File: config.mk
export PLATFORM = sky130hd
export DESIGN_NAME = pwm_timer
export DESIGN_NICKNAME = d
export VERILOG_FILES = /design/src/rtl/pwm_timer_pkg.sv /design/src/rtl/pwm_timer_regs.sv /design/src/rtl/pwm_timer_dp.sv /design/src/rtl/pwm_timer.sv
export SDC_FILE = /design/constraint.sdc
export NUM_CORES = 2
export LEC_CHECK = 0
export ABC_CLOCK_PERIOD_IN_PS = 4700
export BUFFER_PORTS_ARGS = -buffer_cell sky130_fd_sc_hd__buf_4
export CORE_ASPECT_RATIO = 1.1
export CORE_MARGIN = 2
export CORE_UTILIZATION = 40
export DETAILED_ROUTE_END_ITERATION = 16
export GPL_TIMING_DRIVEN = 0
export PLACE_DENSITY = 0.55
export SLEW_MARGIN = 10
export SYNTH_ARGS = -nofsm -noshare
export SYNTH_HDL_FRONTEND = slang
export SYNTH_SLANG_ARGS = --single-unit
File: constraint.sdc
create_clock -name clk -period 4.7 [get_ports clk]
set_clock_uncertainty 0.15 [all_clocks]
set_input_delay 0.94 -clock clk [delete_from_list [all_inputs] [get_ports clk]]
set_output_delay 0.94 -clock clk [all_outputs]
set_load 0.01 [all_outputs]
File: src/rtl/pwm_timer_pkg.sv
package pwm_timer_pkg;

  localparam int ADDR_CTRL    = 0;
  localparam int ADDR_DIV     = 1;
  localparam int ADDR_MASK    = 2;
  localparam int ADDR_MR_BASE = 3;

  localparam int CTRL_EN_BIT  = 0;
  localparam int CTRL_RST_BIT = 1;
  localparam int CTRL_OUT_BIT = 3;

  typedef struct packed {
    logic cntEn;
    logic cntRst;
    logic outEn;
  } ctrl_strobe_t;

endpackage

File: src/rtl/pwm_timer_regs.sv
module pwm_timer_regs
  import pwm_timer_pkg::*;
#(
  parameter int NUM_MR = 7,
  parameter int CNT_W  = 32,
  parameter int DATA_W = 32,
  parameter int ADDR_W = 4
) (
  input  logic                              clk,
  input  logic                              rst_n,
  input  logic [ADDR_W-1:0]                 busAddr,
  input  logic                              busWrEn,
  input  logic [DATA_W-1:0]                 busWrData,
  input  logic                              periodEnd,
  output logic [DATA_W-1:0]                 busRdData,
  output ctrl_strobe_t                      ctrlStb,
  output logic [CNT_W-1:0]                  divValue,
  output logic [NUM_MR-1:0][CNT_W-1:0]      stageVal,
  output logic [NUM_MR-1:0]                 commitMask
);

  logic cntEnQ, cntRstQ, outEnQ;
  logic [CNT_W-1:0] divQ;
  logic [NUM_MR-1:0] maskQ, maskD;
  logic [DATA_W-1:0] rdNext;

  logic wrCtrl, wrDiv, wrMask;
  assign wrCtrl = busWrEn && (busAddr == ADDR_W'(ADDR_CTRL));
  assign wrDiv  = busWrEn && (busAddr == ADDR_W'(ADDR_DIV));
  assign wrMask = busWrEn && (busAddr == ADDR_W'(ADDR_MASK));

  always_ff @(posedge clk) begin
    if (!rst_n) begin
      cntEnQ  <= 1'b0;
      cntRstQ <= 1'b0;
      outEnQ  <= 1'b0;
      divQ    <= '0;
    end else begin
      if (wrCtrl) begin
        cntEnQ  <= busWrData[CTRL_EN_BIT];
        cntRstQ <= busWrData[CTRL_RST_BIT];
        outEnQ  <= busWrData[CTRL_OUT_BIT];
      end
      if (wrDiv) divQ <= busWrData[CNT_W-1:0];
    end
  end

  // committed bits drop at the boundary; bits written this cycle survive
  always_comb begin
    maskD = periodEnd ? '0 : maskQ;
    if (wrMask) maskD = maskD | busWrData[NUM_MR-1:0];
  end

  always_ff @(posedge clk) begin
    if (!rst_n) maskQ <= '0;
    else        maskQ <= maskD;
  end

  for (genvar i = 0; i < NUM_MR; i++) begin : g_stage
    logic hit;
    assign hit = busWrEn && (busAddr == ADDR_W'(ADDR_MR_BASE + i));
    always_ff @(posedge clk) begin
      if (!rst_n)   stageVal[i] <= '0;
      else if (hit) stageVal[i] <= busWrData[CNT_W-1:0];
    end
  end

  always_comb begin
    rdNext = '0;
    if (busAddr == ADDR_W'(ADDR_CTRL)) begin
      rdNext[CTRL_EN_BIT]  = cntEnQ;
      rdNext[CTRL_RST_BIT] = cntRstQ;
      rdNext[CTRL_OUT_BIT] = outEnQ;
    end else if (busAddr == ADDR_W'(ADDR_DIV)) begin
      rdNext = DATA_W'(divQ);
    end else if (busAddr == ADDR_W'(ADDR_MASK)) begin
      rdNext = DATA_W'(maskQ);
    end else begin
      for (int i = 0; i < NUM_MR; i++) begin
        if (busAddr == ADDR_W'(ADDR_MR_BASE + i)) rdNext = DATA_W'(stageVal[i]);
      end
    end
  end

  always_ff @(posedge clk) begin
    if (!rst_n) busRdData <= '0;
    else        busRdData <= rdNext;
  end

  assign ctrlStb.cntEn  = cntEnQ;
  assign ctrlStb.cntRst = cntRstQ;
  assign ctrlStb.outEn  = outEnQ;
  assign divValue   = divQ;
  assign commitMask = maskQ;

endmodule

File: src/rtl/pwm_timer_dp.sv
module pwm_timer_dp
  import pwm_timer_pkg::*;
#(
  parameter int NUM_CH = 6,
  parameter int CNT_W  = 32,
  localparam int NUM_MR = NUM_CH + 1
) (
  input  logic                          clk,
  input  logic                          rst_n,
  input  ctrl_strobe_t                  ctrlStb,
  input  logic [CNT_W-1:0]              divValue,
  input  logic [NUM_MR-1:0][CNT_W-1:0]  stageVal,
  input  logic [NUM_MR-1:0]             commitMask,
  output logic                          periodEnd,
  output logic [NUM_CH-1:0]             pwmOut
);

  logic [CNT_W-1:0] divQ;
  logic [CNT_W-1:0] cntQ;
  logic [NUM_MR-1:0][CNT_W-1:0] activeQ;
  logic tick, running;

  assign running   = ctrlStb.cntEn && !ctrlStb.cntRst;
  // >= keeps the divider from stalling when its limit is lowered mid-count
  assign tick      = running && (divQ >= divValue);
  assign periodEnd = tick && (cntQ >= activeQ[0]);

  always_ff @(posedge clk) begin
    if (!rst_n || ctrlStb.cntRst) begin
      divQ <= '0;
      cntQ <= '0;
    end else if (ctrlStb.cntEn) begin
      divQ <= tick ? '0 : divQ + 1'b1;
      if (tick) cntQ <= periodEnd ? '0 : cntQ + 1'b1;
    end
  end

  for (genvar i = 0; i < NUM_MR; i++) begin : g_active
    always_ff @(posedge clk) begin
      if (!rst_n)                            activeQ[i] <= '0;
      else if (periodEnd && commitMask[i])   activeQ[i] <= stageVal[i];
    end
  end

  for (genvar n = 1; n <= NUM_CH; n++) begin : g_out
    assign pwmOut[n-1] = ctrlStb.outEn && !ctrlStb.cntRst && (cntQ < activeQ[n]);
  end

endmodule

File: src/rtl/pwm_timer.sv
module pwm_timer
  import pwm_timer_pkg::*;
#(
  parameter int NUM_CH = 6,
  parameter int CNT_W  = 32,
  parameter int DATA_W = 32,
  parameter int ADDR_W = 4
) (
  input  logic              clk,
  input  logic              rst_n,
  input  logic [ADDR_W-1:0] busAddr,
  input  logic              busWrEn,
  input  logic [DATA_W-1:0] busWrData,
  output logic [DATA_W-1:0] busRdData,
  output logic [NUM_CH-1:0] pwmOut
);

  localparam int NUM_MR = NUM_CH + 1;

  ctrl_strobe_t                 ctrlStb;
  logic [CNT_W-1:0]             divValue;
  logic [NUM_MR-1:0][CNT_W-1:0] stageVal;
  logic [NUM_MR-1:0]            commitMask;
  logic                         periodEnd;

  pwm_timer_regs #(
    .NUM_MR(NUM_MR), .CNT_W(CNT_W), .DATA_W(DATA_W), .ADDR_W(ADDR_W)
  ) u_regs (
    .clk(clk), .rst_n(rst_n), .busAddr(busAddr), .busWrEn(busWrEn),
    .busWrData(busWrData), .periodEnd(periodEnd), .busRdData(busRdData),
    .ctrlStb(ctrlStb), .divValue(divValue), .stageVal(stageVal),
    .commitMask(commitMask)
  );

  pwm_timer_dp #(
    .NUM_CH(NUM_CH), .CNT_W(CNT_W)
  ) u_dp (
    .clk(clk), .rst_n(rst_n), .ctrlStb(ctrlStb), .divValue(divValue),
    .stageVal(stageVal), .commitMask(commitMask), .periodEnd(periodEnd),
    .pwmOut(pwmOut)
  );

endmodule

==> impl_metrics.yaml <==
yosys:
  synthFlopType: "dfxtp_1"
  synth_seq_cells: 586
  synth_area_leaders: "dfxtp_1 (40%), ha_1 (11%), nand2_1 (10%), a21boi_0 (6.8%), o21ai_0 (4.8%)"
  synth_nets: 3928
  synth_area_sq_mm: 0.0291
  synth.top_cell.area_share: 0.403
  yosysWarnings: 0
  syn_avg_cell_area_sq_um: 8.00
  ys_seq_area_frac: 0.403
  yosysTopAreaCell: "dfxtp_1"
  synthArstFlopShare: 0
  syn_inst: 3637
  synth-edff-count: 0
  ys_types: 55
global_routing:
  antenna_found_initial: 2
  grt_util_all_layers: 0.275
  grt_pass1_wl_microns: 153000
  grt_max_degree: 14
  grt_pass1_vias: 25000
  grt_overflow: 0
sta:
  fmax_mhz: 220
  timing.final.crit_share: 0.967
  finalSetupViolations: 0
  fin_crit_ps: 4540
  report.final.hold_viol_count: 0
  worst_pin_slew_ps: 1430
  rsz0062_at_grt: "false"
  fin_setup_tns_ps: 0
  slew_viol_final: 0
  max-slew-margin-rel: 0.0411
critical_path:
  arrival_ps: 4870
  cp-start-kind: "register"
  setup.worst_path.class: "register to register"
  crit_fanout: 10
  required_ps: 5030
  reg2reg_depth: 12
  timing.rr.start: "u_dp.cntQ[0]"
  endpoint_kind: "register"
  startpoint: "u_dp.cntQ[0]"
  reg2reg_slack_ps: 160
routing:
  ant_nets: 0
  detail_route.wirelength_microns: 103000
  drt_iter0_drc: 2059
  vias: 25600
  vias_per_cell: 5.39
  wl_per_cell_microns: 21.7
  first_pass_iters: 5
  drc_errors: 0
power:
  p_sw_mw: 2.58
  power_frac_clock: 0.497
  leakage_nw: 11.4
  combPwrFrac: 0.040
  p_sw_frac: 0.238
  p_per_area_mw_per_mm2: 330
  seqPwrFrac: 0.463
  ir_drop_mv: 0.255
  p_int_mw: 8.29
clock_network:
  htreeDepth: 3
  cts_buffers: 67
  numClockSinks: 586
  post_cts_buffers: 0
  clock_latency_ps: 620
  cts_tree: "done"
  cts_root_buf: "clkbuf_16"
  ctsLongestPathBuffers: 3
  clkTransAtPathRegs_ps: 60
finish:
  area.growth.synth_to_final_pct: 13.1
  multiInputGateArea_sq_mm: 0.0153
  nFillCells: 7403
  final_common_cell: "nand2_1"
  final_area_sq_mm: 0.0329
  drive_above_1_share: 0.0582
  fin_nets: 4042
  final_cell_mix: "nand2_1 (804), dfxtp_1 (574), o21ai_0 (279), inv_1 (264), a21boi_0 (264)"
  seqCellArea_sq_mm: 0.0117
place:
  dpl_cell_area_sq_mm: 0.0306
  post-dp-hpwl_microns: 83800
  gp_congestion: 0.925
  io_buffers: 43
hold_path:
  hold_class: "register to register"
  hp-start: "u_regs.divValue[3]"
  holdPathStages: 2
floorplan:
  die_area_sq_mm: 0.0749
  io_pins: 77
  core-area_sq_mm: 0.0719
  dieWidth_microns: 261
  die_y_microns: 287
  rows: 103
  initial_core_util: 0.405
job:
  maxCapViolations: 0
status:
  status: "finished, final reports clean"
[sequential cells by signal, summed over array words and instances, names as in the netlist]
signal             cells
u_regs.divValue       32
u_regs.cntEnQ          1
u_dp.cntQ             32
u_regs.outEnQ          1
u_regs.busRdData      32
u_dp.divQ             32
u_regs.cntRstQ         1
u_regs.commitMask      7
u_regs.stageVal      224
u_dp.activeQ         224
[layer usage]
metal	global-route usage	part of all wire
met5	0	0
met4	0.103	0.036
met3	0.0345	0.056
met2	0.471	0.48
met1	0.351	0.43
[synthesized netlist by cell type (all sizes together) (2+ instances only)]
library cell,instances
o21ai,280
nand3,263
a221oi,7
and4,6
o211ai,3
a22oi,94
clkbuf,200
a211oi,17
a2111oi,5
nor4,14
o2111ai,5
o21a,10
inv,264
nand4,45
a211o,6
buf,54
a21o,44
and2,10
a22o,20
ha,252
nor2,120
a31oi,14
nor3,22
nor2b,15
a222oi,12
dfxtp,586
xor2,23
nand2,804
nand2b,17
or3,3
a21boi,264
a41oi,19
xnor2,39
a21oi,71
and3,15
or4,2
[power by group through the flow]
stage | clock, mW | combinational [mW] | sequential, mW
after global placement | 0 | 0.434 | 5.14
after global routing | 5.66 | 0.466 | 5.03
after floorplan | 0 | 0.248 | 5.13
after detailed placement | 0 | 0.435 | 5.14
after CTS | 5.46 | 0.437 | 5.03
final | 5.40 | 0.438 | 5.03
[worst paths after layout]
path / endpoint
max: u_dp.cntQ[15]
min: u_regs.divValue[3]
max reg2reg: u_dp.cntQ[15]
min reg2reg: u_regs.divValue[3]
[final cells by class]
class,instances,area share
inverter,264,0.0301
antenna,1,0.0000760
tap,945,0.0359
timing repair buffer,45,0.0104
sequential,586,0.357
clock buffer,95,0.0594
buffer,254,0.0334
clock inverter,23,0.00833
multi-input combinational,2533,0.465
[metrics by stage]
stage	setup WS, ps	hold slack [ps]	instances	util	power (mW)
finish	156	315	4746	0.458	10.9
global route	2.70	334	4746	0.458	11.2
CTS	86.1	315	4745	0.457	10.9
detailed placement	-255	307	4627	0.426	5.57
global placement	-294	303	4625	0.425	5.57
floorplan	1170	288	3637	-	5.37
[worst max-delay path, cell delays in order, from the launching register on]
cell and delay [ps]:
dfxtp_1 600, inv_1 300, ha_1 350, nand2b_1 120, a31oi_1 90, or3_1 380, a211oi_1 590, o32a_1 290
clkbuf_2 380, nand2_1 120, nand3b_1 480, clkbuf_1 440, nor2_1 90
[timing repair]
item,4_1_cts,5_1_grt
endpoints found under the setup margin,92,2
gates resized for setup,14,7
hold buffers,0,0
pin swaps,0,0
[kinds of logic after synthesis]
logic type	after synthesis	synth area share
AND/OR/NAND/NOR	1340	0.198
AO/OA/AOI/OAI	878	0.200
flip-flops	586	0.403
buffers and inverters	518	0.0718
adder cells (fa/ha/maj)	252	0.108
XOR/XNOR	62	0.0187
multiplexers	1	0.000344
Power figures use the tool's default switching activity.
